[config.mk]
export PLATFORM = sky130hd
export DESIGN_NAME = step_sequencer
export DESIGN_NICKNAME = d
export VERILOG_FILES = /design/src/rtl/stseq_pkg.sv /design/src/rtl/stseq_table.sv /design/src/rtl/stseq_timer.sv /design/src/rtl/stseq_ctrl.sv /design/src/rtl/step_sequencer.sv
export SDC_FILE = /design/constraint.sdc
export NUM_CORES = 1
export LEC_CHECK = 0
export BUFFER_PORTS_ARGS = -buffer_cell sky130_fd_sc_hd__buf_4
export CELL_PAD_IN_SITES_DETAIL_PLACEMENT = 0
export CELL_PAD_IN_SITES_GLOBAL_PLACEMENT = 1
export CORE_AREA = 2 2 232 234
export CTS_CLUSTER_SIZE = 40
export DETAILED_ROUTE_END_ITERATION = 8
export DIE_AREA = 0 0 234 236
export PLACE_DENSITY = 0.76
export SLEW_MARGIN = 30
export SYNTH_ARGS = -nofsm -noshare
export SYNTH_HDL_FRONTEND = slang
export SYNTH_HIERARCHICAL = 1
export SYNTH_SLANG_ARGS = --single-unit
[constraint.sdc]
create_clock -name clk -period 5 [get_ports clk]
set_input_delay 1.25 -clock clk [delete_from_list [all_inputs] [get_ports clk]]
set_output_delay 1.25 -clock clk [all_outputs]
set_load 0.01 [all_outputs]
[src/rtl/stseq_pkg.sv]
package stseq_pkg;

   localparam int WORD_W = 16;
   localparam int REP_W  = 5;
   localparam int CTL_W  = 6;

   // Bit layout of one state word; field order is fixed by the host format.
   typedef struct packed {
      logic [REP_W-1:0] rep_cnt;    // 15:11 extra ticks beyond the first
      logic             slow_base;  // 10    1 = slow strobe
      logic             end_mark;   // 9     last state of the sequence
      logic             dac_on;     // 8
      logic             test_set;   // 7
      logic             latch_on;   // 6
      logic [CTL_W-1:0] ctl;        // 5:0
   } state_word_t;

endpackage

[src/rtl/stseq_table.sv]
module stseq_table
   import stseq_pkg::*;
#(
   parameter int ENTRIES = 32,
   parameter int ADDR_W  = 5,
   parameter bit RD_REG  = 1'b0
) (
   input  logic              clk,
   input  logic              rst_n,
   input  logic              lock,
   input  logic              wr_en,
   input  logic [ADDR_W-1:0] addr,
   input  logic [WORD_W-1:0] wdata,
   output logic [WORD_W-1:0] rdata,
   input  logic [ADDR_W-1:0] cur_idx,
   output state_word_t       cur_word
);

   logic [WORD_W-1:0] mem_q [ENTRIES];
   logic              addr_ok;
   logic [WORD_W-1:0] rd_word;

   assign addr_ok = ({1'b0, addr} < (ADDR_W+1)'(ENTRIES));

   always_ff @(posedge clk or negedge rst_n) begin
      if (!rst_n) begin
         for (int i = 0; i < ENTRIES; i++) mem_q[i] <= '0;
      end else begin
         for (int i = 0; i < ENTRIES; i++) begin
            if (wr_en && !lock && addr == ADDR_W'(i)) mem_q[i] <= wdata;
         end
      end
   end

   assign rd_word  = (addr_ok && !lock) ? mem_q[addr] : '0;
   assign cur_word = state_word_t'(mem_q[cur_idx]);

   generate
      if (RD_REG) begin : g_rd_reg
         logic [WORD_W-1:0] rdata_q;
         always_ff @(posedge clk or negedge rst_n) begin
            if (!rst_n) rdata_q <= '0;
            else        rdata_q <= rd_word;
         end
         assign rdata = rdata_q;
      end else begin : g_rd_comb
         assign rdata = rd_word;
      end
   endgenerate

   // a write attempted while locked leaves the addressed entry as it was
   a_r3_locked_hold: assert property (@(posedge clk) disable iff (!rst_n)
      (lock && wr_en && addr_ok) |=> (mem_q[$past(addr)] == $past(mem_q[addr])));

endmodule

[src/rtl/stseq_timer.sv]
module stseq_timer
   import stseq_pkg::*;
(
   input  logic             clk,
   input  logic             rst_n,
   input  logic             run,
   input  logic             fast_tick,
   input  logic             slow_tick,
   input  logic [REP_W-1:0] rep_cnt,
   input  logic             slow_base,
   input  logic             end_mark,
   output logic             expire
);

   logic [REP_W-1:0] cnt_q;
   logic [REP_W-1:0] limit;
   logic             tick;

   // A stop state always runs on the fast base for a single tick.
   assign tick   = end_mark ? fast_tick : (slow_base ? slow_tick : fast_tick);
   assign limit  = end_mark ? '0 : rep_cnt;
   assign expire = run && tick && (cnt_q == limit);

   always_ff @(posedge clk or negedge rst_n) begin
      if (!rst_n)               cnt_q <= '0;
      else if (!run || expire)  cnt_q <= '0;
      else if (tick)            cnt_q <= cnt_q + 1'b1;
   end

   // the tick count never runs past the programmed repeat value
   a_r5_count_bounded: assert property (@(posedge clk) disable iff (!rst_n)
      run |-> (cnt_q <= limit));

   // a stop state is always in its first and only tick
   a_r6_stop_single_tick: assert property (@(posedge clk) disable iff (!rst_n)
      (run && end_mark) |-> (cnt_q == '0));

endmodule

[src/rtl/stseq_ctrl.sv]
module stseq_ctrl #(
   parameter int ENTRIES = 32,
   parameter int ADDR_W  = 5
) (
   input  logic              clk,
   input  logic              rst_n,
   input  logic              start,
   input  logic              expire,
   input  logic              end_mark,
   output logic              busy,
   output logic              done,
   output logic [ADDR_W-1:0] idx
);

   localparam logic [ADDR_W-1:0] LAST_IDX = ADDR_W'(ENTRIES - 1);

   logic              busy_q;
   logic              done_q;
   logic [ADDR_W-1:0] idx_q;

   always_ff @(posedge clk or negedge rst_n) begin
      if (!rst_n) begin
         busy_q <= 1'b0;
         done_q <= 1'b0;
         idx_q  <= '0;
      end else begin
         done_q <= 1'b0;
         if (!busy_q) begin
            if (start) begin
               busy_q <= 1'b1;
               idx_q  <= '0;
            end
         end else if (expire) begin
            if (end_mark || idx_q == LAST_IDX) begin
               busy_q <= 1'b0;
               done_q <= 1'b1;
               idx_q  <= '0;
            end else begin
               idx_q  <= idx_q + 1'b1;
            end
         end
      end
   end

   assign busy = busy_q;
   assign done = done_q;
   assign idx  = idx_q;

   // an idle start launches at entry 0 on the next edge
   a_r4_start_entry0: assert property (@(posedge clk) disable iff (!rst_n)
      (!busy && start) |=> (busy && idx == '0));

   // done only appears on the edge that ended a run
   a_r8_done_after_run: assert property (@(posedge clk) disable iff (!rst_n)
      done |-> (!busy && $past(busy)));

   // done lasts a single cycle
   a_r8_done_single: assert property (@(posedge clk) disable iff (!rst_n)
      done |=> !done);

   // the index stays inside the table
   a_r9_idx_in_table: assert property (@(posedge clk) disable iff (!rst_n)
      busy |-> ({1'b0, idx} <= {1'b0, LAST_IDX}));

endmodule

[src/rtl/step_sequencer.sv]
module step_sequencer
   import stseq_pkg::*;
#(
   parameter int ENTRIES = 32,
   parameter bit RD_REG  = 1'b0,
   localparam int ADDR_W = (ENTRIES > 1) ? $clog2(ENTRIES) : 1
) (
   input  logic              clk,
   input  logic              rst_n,
   input  logic              start,
   input  logic              fast_tick,
   input  logic              slow_tick,
   input  logic              dac2_allow,
   input  logic              host_we,
   input  logic [ADDR_W-1:0] host_addr,
   input  logic [WORD_W-1:0] host_wdata,
   output logic [WORD_W-1:0] host_rdata,
   output logic              busy,
   output logic              done,
   output logic              dac_pri_en,
   output logic              dac_sec_en,
   output logic              test_set_sel,
   output logic              latch_en,
   output logic [CTL_W-1:0]  state_ctl
);

   generate
      if (ENTRIES < 3) begin : g_bad_depth
         $error("step_sequencer: ENTRIES must allow idle, work and stop states");
      end
      if (ENTRIES > 256) begin : g_big_depth
         $error("step_sequencer: ENTRIES above 256 not supported");
      end
      if ($bits(state_word_t) != WORD_W) begin : g_bad_word
         $error("step_sequencer: state word layout does not fill WORD_W");
      end
   endgenerate

   state_word_t       cur_word;
   logic [ADDR_W-1:0] cur_idx;
   logic              expire;
   logic              run;

   stseq_table #(
      .ENTRIES (ENTRIES),
      .ADDR_W  (ADDR_W),
      .RD_REG  (RD_REG)
   ) u_table (
      .clk      (clk),
      .rst_n    (rst_n),
      .lock     (run),
      .wr_en    (host_we),
      .addr     (host_addr),
      .wdata    (host_wdata),
      .rdata    (host_rdata),
      .cur_idx  (cur_idx),
      .cur_word (cur_word)
   );

   stseq_timer u_timer (
      .clk       (clk),
      .rst_n     (rst_n),
      .run       (run),
      .fast_tick (fast_tick),
      .slow_tick (slow_tick),
      .rep_cnt   (cur_word.rep_cnt),
      .slow_base (cur_word.slow_base),
      .end_mark  (cur_word.end_mark),
      .expire    (expire)
   );

   stseq_ctrl #(
      .ENTRIES (ENTRIES),
      .ADDR_W  (ADDR_W)
   ) u_ctrl (
      .clk      (clk),
      .rst_n    (rst_n),
      .start    (start),
      .expire   (expire),
      .end_mark (cur_word.end_mark),
      .busy     (run),
      .done     (done),
      .idx      (cur_idx)
   );

   assign busy         = run;
   assign dac_pri_en   = run & cur_word.dac_on;
   assign dac_sec_en   = run & cur_word.dac_on & dac2_allow;
   assign test_set_sel = run & cur_word.test_set;
   assign latch_en     = run & cur_word.latch_on;
   assign state_ctl    = run ? cur_word.ctl : '0;

   // the secondary enable needs both the primary enable and the static allow
   a_r7_sec_needs_pri: assert property (@(posedge clk) disable iff (!rst_n)
      dac_sec_en |-> (dac_pri_en && dac2_allow));

   // nothing is driven between runs
   a_r7_idle_quiet: assert property (@(posedge clk) disable iff (!rst_n)
      done |-> ({dac_pri_en, dac_sec_en, test_set_sel, latch_en, state_ctl} == '0));

endmodule

==> metrics.md, run 1 <==
| Metric | Value |
|---|---|
| Status | `completed` |
| Via-to-Cell Ratio | `6.79` |
| DR iter-0 viols | `1640` |
| Final Hold Viols | `0` |
| Share of cells above drive strength 1 | `55.9%` |
| RSZ-0062 raised after global routing | `false` |
| WL per Instance | `30.7 um` |
| Total GRT Usage | `30.0%` |
| EDFF count, synth | `0` |
| Crit. End Element | `output pin` |
| Hpwl dp | `49600 um` |
| Worst Max-Slew Pin Slew | `0.854 ns` |
| Vias post-DR | `17.7k` |
| First-pass GRT wire length | `122000 um` |
| Adder-cell share of the synthesized area | `0.133%` |
| DRC violation count after routing | `0` |
| Worst rel slew slack | `43.1%` |
| Sw Ratio | `28.5%` |
| Post-CTS Setup Bufs | `0` |
| Logic gate share of total power | `17.9%` |
| Clock Skew | `0.0186 ns` |
| IR drop worst, VDD | `0.270 mV` |
| Commonest cells after routing, fill and taps aside | `mux2_2 (543), dfrtp_1 (519), mux4_2 (240), buf_4 (123), mux2i_1 (101)` |
| Max-Cap Viols | `0` |
| Synthesized flop and latch total | `524` |
| Max Slew Vio Count | `0` |
| Leak | `14.6 nW` |
| Hold Buf Count CTS | `0` |
| Most common cell after layout, fill and taps aside | `mux2_2` |
| Seq pwr share | `43.1%` |
| Max frequency | `200 MHz` |
| Syn Inst Count | `1847` |
| Die Y | `236 um` |
| Clock Latency Late Sink | `0.62 ns` |
| Largest family of logic cells by synthesized area | `multiplexers` |
| IO Pins | `56` |
| Cts repair resizes | `0` |
| TritonRoute pass-1 iters | `5` |
| Area occupied by multi-input gates | `0.0143 sq mm` |
| Startpoint Class | `input port` |
| Die footprint | `0.0552 sq mm` |
| Register area | `0.0131 sq mm` |
| Die Width | `234 um` |
| Final #Nets | `1892` |
| Clock root buffer | `clkbuf_16` |
| TNS Setup | `0 ns` |
| Reg2Reg Depth | `11` |
| Fillers | `4085` |
| Seq/Total Area, Yosys | `46.4%` |
| Synth Area in Simple Gates | `2.20%` |
| Hold Slack | `0.523 ns` |
| Yosys top cell area share | `46.4%` |
| Routed Antenna Nets | `0` |
| Syn_nets | `1878` |
| Syn Std Cell Area | `0.0282 sq mm` |
| Reg2reg setup slack | `0.72 ns` |
| Crit path to | `host_rdata[6]` |
| CTS sink cnt | `524` |
| Std cell rows | `85` |
| Final Setup Violations | `0` |
| Synth warn | `6` |
| Clk pwr share | `39.0%` |
| Post-Place Cells | `2499` |
| DRT Wirelength | `80100 um` |
| WS Path Type | `in2out` |
| Fin area | `0.0314 sq mm` |
| Non-Filler Instances | `2606` |
| Net Sw Power | `0.00309 W` |
| Worst Setup SP | `host_addr[0]` |
| Int Power | `0.00775 W` |
| Starting Density | `53.2%` |
| CP max FO | `24` |
| Clock Pin Slew Worst Setup and Hold Paths | `0.06 ns` |
| Synth top area cells | `dfrtp_1 (46%), mux2_2 (22%), mux4_2 (19%)` |
| Tcrit/Tclk final | `99.8%` |
| Core area | `0.0531 sq mm` |
| CTS tree | `built` |
| WP data arrival | `3.74 ns` |
| Ys flop type | `dfrtp_1` |
| Area of placed instances | `0.0296 sq mm` |
| Initial antenna violation count | `5` |
| Syn_area_per_cell | `15.3 sq um` |
| Final min period | `4.99 ns` |
| Dominant cell type by area after synthesis | `dfrtp_1` |
| Port Buf Inserts | `55` |
| Critical R2R Launch | `u_ctrl/idx[0]$_DFFE_PN0P_` |
| CTS Buf Count | `56` |
| Min-delay src | `u_table/mem_q[214]$_DFFE_PN0P_` |
| PwrDens | `345 mW/mm^2` |
| Global route total overflow | `0` |
| Largest net degree at the start of global routing | `103` |
| Yosys cell types | `55` |
| Post-synthesis mux area share | `44.4%` |
| Ys async rst share | `100%` |
| Reg-to-reg endpoint | `u_ctrl/idx[2]$_DFFE_PN0P_` |
| Vias in the first global route | `18.6k` |
| Worst hold path class | `reg2reg` |
| Worst Path Required | `3.75 ns` |
| RePlAce Congestion | `0.815` |
| Synth Area in XOR/XNOR | `0.0931%` |
| Area growth, synth to finish | `11.4%` |
| Compound-cell area share of the yosys netlist | `3.55%` |
| Max Root-Sink Buffers | `3` |
| CTS H-tree lvls | `2` |
==> metal layers <==
| layer | vias to the layer above | GRT usage (%) | share of wire (%) |
|---|---|---|---|
| met5 | - | 0 | 0.010 |
| met4 | 2 | 8.63 | 3.0 |
| met3 | 142 | 6.79 | 7.7 |
| met2 | 663 | 46.0 | 47 |
| met1 | 9631 | 43.1 | 43 |
| li1 | 7254 | - | - |
==> state kept, by name, indices dropped and copies added (netlist names) <==
name	count
u_table/mem_q	512
u_ctrl/done	1
u_ctrl/busy	1
u_ctrl/idx	5
u_timer/cnt_q	5
==> cell type report <==
cell class | count | area share, %
Tap cell | 696 | 2.77
Inverter | 3 | 0.0358
Multi-Input combinational cell | 1135 | 45.4
Clock buffer | 84 | 5.34
Clock inverter | 22 | 0.645
Sequential cell | 524 | 41.7
Timing Repair Buffer | 141 | 4.05
Antenna cell | 1 | 0.00796
==> cells in the mapped netlist (2+ instances only) <==
| cell | count |
|---|---|
| a211oi_1 | 17 |
| a221oi_1 | 35 |
| or2_2 | 9 |
| o211a_1 | 7 |
| mux4_2 | 240 |
| nand2b_1 | 3 |
| mux2_2 | 543 |
| buf_2 | 56 |
| nand2_1 | 26 |
| buf_4 | 16 |
| o31ai_1 | 2 |
| a21oi_1 | 18 |
| and2_1 | 2 |
| clkbuf_1 | 102 |
| xnor2_1 | 2 |
| nor3_2 | 2 |
| inv_1 | 3 |
| buf_6 | 7 |
| and3b_1 | 2 |
| and3_1 | 7 |
| buf_1 | 4 |
| nor2_1 | 22 |
| o221ai_1 | 15 |
| nor2b_1 | 5 |
| a31oi_1 | 2 |
| nand3_1 | 6 |
| o22ai_1 | 9 |
| nand3b_1 | 3 |
| dfrtp_1 | 524 |
| ha_1 | 3 |
| a22o_2 | 2 |
| mux2i_1 | 101 |
| and2_2 | 9 |
| o21ai_0 | 22 |
==> per-stage QoR <==
step | power [W] | util, % | worst slack, ns
after global placement | 0.00667 | 55.7 | 0.0912
after global routing | 0.0113 | 59.2 | 0.0352
after floorplan | 0.00598 | - | 0.864
after detailed placement | 0.00670 | 55.7 | 0.138
after CTS | 0.0109 | 59.2 | 0.131
final | 0.0108 | 59.2 | 0.00980
==> cell families (layout without fill, tap and decap cells) <==
kind of cell | count (synthesis) | after routing
muxes | 885 | 885
DFF | 524 | 524
buffers and inverters | 188 | 250
adders and majority gates | 3 | 3
and+or+nand+nor | 109 | 109
AOI/OAI and AO/OA | 135 | 135
xor gates and xnor gates | 3 | 3
other | 0 | 1
==> worst max-delay path, cell delays in order <==
cell and delay, ns:
buf_4 0.22, buf_12 0.21, nand3_1 0.08, buf_4 0.39
o22ai_1 0.18, a211oi_1 0.72, a221oi_1 0.31, buf_4 0.22
buf_4 0.13
==> how the worst min path moves through the flow <==
stage / endpoint / depth (start not counted)
6_report: u_table/mem_q[214]$_DFFE_PN0P_ / 1
5_1_grt: u_table/mem_q[224]$_DFFE_PN0P_ / 1
4_1_cts: u_table/mem_q[340]$_DFFE_PN0P_ / 1
3_5_place_dp: u_table/mem_q[340]$_DFFE_PN0P_ / 1
3_3_place_gp: u_table/mem_q[355]$_DFFE_PN0P_ / 1
2_1_floorplan: u_table/mem_q[344]$_DFFE_PN0P_ / 1
==> power by group through the flow <==
stage / clock [W] / combinational (W) / sequential [W]
after CTS: 0.00431 / 0.00196 / 0.00467
after global placement: 0 / 0.00193 / 0.00473
after detailed placement: 0 / 0.00196 / 0.00474
after global routing: 0.00450 / 0.00207 / 0.00469
final: 0.00423 / 0.00194 / 0.00467
after floorplan: 0 / 0.00146 / 0.00453
Power figures use the tool's default switching activity.
==> run 2, diff against run 1 <==
==> constraint.sdc (replaced) <==
create_clock -name clk -period 5 [get_ports clk]
set_input_delay 1.25 -clock clk [delete_from_list [all_inputs] [get_ports clk]]
set_output_delay 1.25 -clock clk [all_outputs]
set_load 0.02 [all_outputs]
==> run 2 against run 1 <==
- clock power rose by 8.3%
- combinational power barely moved
- via count fell by 0.96%
- register-to-register slack got worse by 0.10 ns
- critical path depth fell by 1
- cell count fell by 0.12%
- hold slack got worse by 0.012 ns
- largest cell class unchanged
- sequential share of layout area fell by 0.30 points
- non-clock buffer count fell by 3
==> metrics.md, run 2 (synthesized netlist as in run 1, its figures left out) <==
| Metric | Value |
|---|---|
| Status | `completed` |
| Area of placed instances | `0.0296 sq mm (about the same)` |
| Via-to-Cell Ratio | `6.73 (-0.84%)` |
| Max-Cap Viols | `0 (unchanged)` |
| IR drop worst, VDD | `0.266 mV (-1.6%)` |
| CTS tree | `built` |
| Clock Pin Slew Worst Setup and Hold Paths | `0.06 ns (about the same)` |
| Largest Register | `u_table/mem_q` |
| CTS Buf Count | `57 (+1.8%)` |
| Area growth, synth to finish | `12.2%` |
| RePlAce Congestion | `0.850 (+4.2%)` |
| CP cell instances | `buf_4 -> buf_12 -> nand3b_1 -> buf_12 -> o22ai_1 -> a211oi_1 -> a221oi_1 -> buf_4` |
| Vias post-DR | `17.5k (-0.96%)` |
| Crit path largest cell delay | `0.76 ns (+0.04 ns)` |
| Vias in the first global route | `18.3k (-1.8%)` |
| Share of cells above drive strength 1 | `56.3% (+0.35 points)` |
| Max Root-Sink Buffers | `3 (unchanged)` |
| Final #Nets | `1890 (-0.11%)` |
| Max Slew Vio Count | `0 (unchanged)` |
| Clock Latency Late Sink | `0.62 ns (about the same)` |
| Startpoint Class | `input port` |
| First-pass GRT wire length | `121000 um (-0.99%)` |
| Clock root buffer | `clkbuf_16` |
| Worst rel slew slack | `34.0% (-9.0 points)` |
| Leak | `14.7 nW (+0.69%)` |
| WS Path Type | `in2out` |
| IO Pins | `56 (unchanged)` |
| Buf+Inv Stages, Crit Path | `4 (-1)` |
| Routed Antenna Nets | `0 (unchanged)` |
| Std cell rows | `85 (unchanged)` |
| Cts repair resizes | `0 (unchanged)` |
| Tcrit/Tclk final | `98.3% (-1.5 points)` |
| Register area | `0.0131 sq mm (unchanged)` |
| Core area | `0.0531 sq mm (unchanged)` |
| Final Hold Viols | `0 (unchanged)` |
| WL per Instance | `30.5 um (-0.90%)` |
| Clock Skew | `0.0183 ns (-0.000318 ns)` |
| Worst Max-Slew Pin Slew | `0.989 ns (+0.136 ns)` |
| Fin area | `0.0317 sq mm (+0.72%)` |
| Port Buf Inserts | `55 (unchanged)` |
| PwrDens | `354 mW/mm^2 (+2.6%)` |
| Slowest stage cell, crit path | `a211oi_1` |
| Global route total overflow | `0 (unchanged)` |
| Largest net degree at the start of global routing | `107 (+3.9%)` |
| Area occupied by multi-input gates | `0.0143 sq mm (about the same)` |
| CTS sink cnt | `524 (unchanged)` |
| Crit. End Element | `output pin` |
| Worst Path Required | `3.75 ns (about the same)` |
| Post-CTS Setup Bufs | `0 (unchanged)` |
| TritonRoute pass-1 iters | `7 (+2)` |
| Initial antenna violation count | `1 (-4)` |
| Die Width | `234 um (unchanged)` |
| Final Setup Violations | `0 (unchanged)` |
| Worst Setup SP | `host_addr[0]` |
| Delay-heaviest family, CP | `compound AO/OA/AOI/OAI gates` |
| Hpwl dp | `49800 um (+0.31%)` |
| CP max FO | `35 (+46%)` |
| CTS H-tree lvls | `2 (unchanged)` |
| Most common cell after layout, fill and taps aside | `mux2_2` |
| DRT Wirelength | `79300 um (-1.0%)` |
| Max frequency | `204 MHz (+1.6%)` |
| TNS Setup | `0 ns (unchanged)` |
| Die Y | `236 um (unchanged)` |
| Die footprint | `0.0552 sq mm (unchanged)` |
| Starting Density | `53.2% (unchanged)` |
| RSZ-0062 raised after global routing | `false` |
| DR iter-0 viols | `1714 (+4.5%)` |
| Commonest cells after routing, fill and taps aside | `mux2_2 (543), dfrtp_1 (519), mux4_2 (240), buf_4 (116), mux2i_1 (101)` |
| Max reg flops | `512 (unchanged)` |
| DRC violation count after routing | `0 (unchanged)` |
| Hold Buf Count CTS | `0 (unchanged)` |
| Fillers | `3977 (-2.6%)` |
| Worst hold path class | `in2async` |
| WP data arrival | `3.66 ns (-0.08 ns)` |
| Critical R2R Launch | `u_ctrl/idx[0]$_DFFE_PN0P_` |
| Total GRT Usage | `29.8% (-0.14 points)` |
| Final min period | `4.91 ns (-0.0774 ns)` |
run 2: final cells by class:
| class | instances | area share [%] |
|---|---|---|
| clock inverter | 19 | 0.881 |
| antenna | 1 | 0.00790 |
| multi-input combinational | 1135 | 45.1 |
| sequential | 524 | 41.4 |
| clock buffer | 87 | 5.66 |
| tap | 696 | 2.75 |
| inverter | 3 | 0.0356 |
| timing repair buffer | 138 | 4.11 |
run 2: worst paths after layout:
kind	to	depth (start not counted)	slack (ns)
worst max register to register	u_ctrl/idx[3]$_DFFE_PN0P_	10	0.62
worst min register to register	u_table/mem_q[209]$_DFFE_PN0P_	1	0.52
min in group clk	u_table/mem_q[209]$_DFFE_PN0P_	1	0.52
worst min-delay path	u_table/mem_q[50]$_DFFE_PN0P_	1	0.51
max in group asynchronous	u_table/mem_q[459]$_DFFE_PN0P_	3	3.11
worst max-delay path	host_rdata[6]	8	0.09
run 2: metal layers:
metal,up-vias,wire length (um),GRT usage (%)
li1,7235,-,-
met1,9542,33500,42.5
met2,622,37200,45.1
met3,124,6620,8.69
met4,0,1980,7.94
met5,-,0,0
run 2: worst register-to-register path: stages, from the launching register on:
cell     delay, ns
dfrtp_4       0.68
buf_4         0.36
mux4_2        0.56
mux4_2        0.53
mux2_2        0.35
or4_1         0.53
a32oi_2       0.41
and3_1        0.27
mux2i_1       0.18
a21o_1        0.22
a22o_1        0.18
run 2: stage by stage:
stage / cells / hold WS, ns / total power [W] / util, % / setup WS, ns
finish: 2603 / 0.511 / 0.0112 / 59.7 / 0.0872
global route: 2602 / 0.509 / 0.0116 / 59.7 / 0.0409
CTS: 2601 / 0.523 / 0.0113 / 59.6 / 0.112
detailed placement: 2495 / 0.510 / 0.00671 / 55.7 / 0.263
global placement: 2495 / 0.500 / 0.00667 / 55.7 / 0.246
floorplan: 1847 / 0.491 / 0.00599 / - / 0.651
run 2: where the power goes:
group          leakage (nW)  switching (W)  internal (W)
registers              7.27       0.000279       0.00437
clock network          1.03        0.00176       0.00282
logic                  6.39        0.00105      0.000922
==> run 3, diff against run 2 <==
==> constraint.sdc (replaced) <==
create_clock -name clk -period 5.3 [get_ports clk]
set_input_delay 1.325 -clock clk [delete_from_list [all_inputs] [get_ports clk]]
set_output_delay 1.325 -clock clk [all_outputs]
set_load 0.02 [all_outputs]
==> run 3 against run 2 <==
- die area unchanged
- combinational power decreased by 4%
- non-clock buffer count decreased by 3
- hold slack improved by 0.013 ns
- utilization decreased by 0.32 points
- total power decreased by 7.5%
- worst setup slack improved by 0.21 ns
- via count increased by 0.43%
- critical path type unchanged
==> metrics.md, run 3 (synthesized netlist as in run 1, its figures left out) <==
| Metric | Value |
|---|---|
| Starting Density | `53.2% (unchanged)` |
| Worst Setup SP | `host_addr[0]` |
| Final min period | `5.00 ns` |
| DR iter-0 viols | `1677 (-2.2%)` |
| CTS Buf Count | `56 (-1.8%)` |
| CP max FO | `27 (-23%)` |
| Hold Buf Count CTS | `0 (unchanged)` |
| Tot Pwr | `0.0104 W (-7.5%)` |
| Largest Register | `u_table/mem_q` |
| Int Power | `0.00746 W (-8.0%)` |
| Largest net degree at the start of global routing | `113 (+5.6%)` |
| Via-to-Cell Ratio | `6.78 (+0.70%)` |
| CTS tree | `built` |
| CTS sink cnt | `524 (unchanged)` |
| Final Setup Violations | `0 (unchanged)` |
| Area growth, synth to finish | `11.6%` |
| Port Buf Inserts | `55 (unchanged)` |
| Crit-path most repeated cell | `buf_4` |
| Max Root-Sink Buffers | `3 (unchanged)` |
| Worst rel slew slack | `38.9% (+4.9 points)` |
| DRC violation count after routing | `0 (unchanged)` |
| Tcrit/Tclk final | `94.4%` |
| Hold Crit Depth | `1` |
| Most common cell after layout, fill and taps aside | `mux2_2` |
| Post-CTS Setup Bufs | `0 (unchanged)` |
| Final Hold Viols | `0 (unchanged)` |
| Top Usage Layer GRT | `met1` |
| Total GRT Usage | `30.0% (+0.16 points)` |
| Die Y | `236 um (unchanged)` |
| Status | `completed` |
| CTS H-tree lvls | `2 (unchanged)` |
| Worst hold path class | `reg2reg` |
| Delay-heaviest family, CP | `buffers and inverters` |
| Min-delay src | `u_table/mem_q[282]$_DFFE_PN0P_` |
| Buf+Inv Stages, Crit Path | `4 (unchanged)` |
| PwrDens | `329 mW/mm^2 (-7.0%)` |
| Met2 GRT Util | `44.2% (-0.85 points)` |
| Worst hold endpoint | `u_table/mem_q[282]$_DFFE_PN0P_` |
| Hpwl dp | `49400 um (-0.70%)` |
| Met1 Usage GRT | `44.3% (+1.8 points)` |
| N_diodes | `0 (-1)` |
| IO Pins | `56 (unchanged)` |
| TNS Setup | `0 ns (unchanged)` |
| Final setup margin | `0.297 ns (+0.210 ns)` |
| DRT Wirelength | `80200 um (+1.1%)` |
| Final Core Density | `59.4% (-0.32 points)` |
| Die Width | `234 um (unchanged)` |
| Clk pwr share | `39.5% (-1.4 points)` |
| RSZ-0062 raised after global routing | `false` |
| Net Sw Power | `0.00291 W (-6.0%)` |
| Startpoint Class | `input port` |
| Clock Skew | `0.0169 ns (-0.00142 ns)` |
| Fin area | `0.0315 sq mm (-0.54%)` |
| Final #Nets | `1886 (-0.21%)` |
| Initial antenna violation count | `0 (-1)` |
| Worst Path Required | `3.97 ns (+0.22 ns)` |
| Max Slew Vio Count | `0 (unchanged)` |
| Clock root buffer | `clkbuf_16` |
| Commonest cells after routing, fill and taps aside | `mux2_2 (543), dfrtp_1 (519), mux4_2 (240), buf_4 (113), mux2i_1 (101)` |
| Max-Cap Viols | `0 (unchanged)` |
| Critical R2R Launch | `u_ctrl/idx[0]$_DFFE_PN0P_` |
| Clock Latency Late Sink | `0.62 ns (about the same)` |
| Slowest stage cell, crit path | `a21oi_1` |
| CP cell instances | `buf_4 -> buf_12 -> mux4_2 -> a21oi_1 -> a221oi_1 -> buf_4 -> buf_4` |
| WL per Instance | `30.9 um (+1.4%)` |
| Clock Pin Slew Worst Setup and Hold Paths | `0.06 ns (about the same)` |
| Global route total overflow | `0 (unchanged)` |
| Leak | `14.6 nW (-0.58%)` |
| Vias post-DR | `17.6k (+0.43%)` |
| Core area | `0.0531 sq mm (unchanged)` |
| Reg2Reg Depth | `12 (+2)` |
| Routed Antenna Nets | `0 (unchanged)` |
| Logic gate share of total power | `18.2% (+0.6 points)` |
| IR drop worst, VDD | `0.220 mV (-17%)` |
| Seq pwr share | `42.2% (+0.7 points)` |
| Crit. End Element | `output pin` |
| Crit path largest cell delay | `0.59 ns (-0.17 ns)` |
| Share of cells above drive strength 1 | `55.8% (-0.51 points)` |
| RePlAce Congestion | `0.819 (-3.6%)` |
| Die footprint | `0.0552 sq mm (unchanged)` |
| Worst Max-Slew Pin Slew | `0.916 ns (-0.0733 ns)` |
| Vias in the first global route | `18.1k (-0.89%)` |
| Max frequency | `200 MHz` |
| GR Layer Usage met3 | `7.98% (-0.71 points)` |
| WP data arrival | `3.68 ns (+0.02 ns)` |
| First-pass GRT wire length | `122000 um (+0.71%)` |
| WS Path Type | `in2out` |
| Reg-to-reg endpoint | `u_ctrl/idx[3]$_DFFE_PN0P_` |
| TritonRoute pass-1 iters | `5 (-2)` |
| Place WS | `0.234 ns (-0.0288 ns)` |
| Reg2reg setup slack | `0.91 ns (+0.29 ns)` |
| Std cell rows | `85 (unchanged)` |
| Max reg flops | `512 (unchanged)` |
| Area of placed instances | `0.0295 sq mm (about the same)` |
| Sw Ratio | `28.0% (+0.42 points)` |
run 3: changes by cell type in the layout (fill, tap and decap cells not counted), sizes merged:
cell / delta
clkbuf: -5
clkinvlp: -1
diode: -1
clkinv: +5
inv: -1
bufinv: -1
buf: -3
run 3: per-stage QoR:
stage / hold WS, ns / cells
floorplan: 0.491 / 1847
global placement: 0.501 / 2492
detailed placement: 0.509 / 2492
CTS: 0.523 / 2595
global route: 0.537 / 2596
finish: 0.524 / 2596
run 3: power by group through the flow:
stage / logic [W] / registers (W) / clock network, W
6_report: 0.00189 / 0.00438 / 0.00410
5_1_grt: 0.00202 / 0.00439 / 0.00434
4_1_cts: 0.00191 / 0.00438 / 0.00417
3_5_place_dp: 0.00190 / 0.00445 / 0
3_3_place_gp: 0.00188 / 0.00444 / 0
2_1_floorplan: 0.00138 / 0.00427 / 0
run 3: what timing repair did:
item | 4_1_cts | 5_1_grt
endpoints found under the hold margin | 0 | 0
setup endpoints to repair | 0 | 1
gates resized for setup | 0 | 1
run 3: cell type report:
type                            instances  area [sq um]
Timing Repair Buffer                  135          1290
Sequential cell                       524         13100
Clock buffer                           82          1660
Fill cell                            4093         21600
Multi-Input combinational cell       1135         14300
Tap cell                              696           871
Clock inverter                         21           262
Inverter                                3          11.3
run 3: worst max path at each step:
stage,end,cells after the start,slack [ns]
floorplan,host_rdata[0],7,0.80
global placement,host_rdata[6],7,0.28
detailed placement,host_rdata[6],7,0.23
CTS,host_rdata[6],7,0.22
global route,dac_pri_en,7,0.23
finish,host_rdata[6],7,0.30
run 3: routing by layer:
metal  share of wire [%]  wire (um)
met5                   0          0
met4                 2.8       2260
met3                 8.3       6660
met2                  46      36900
met1                  43      34300
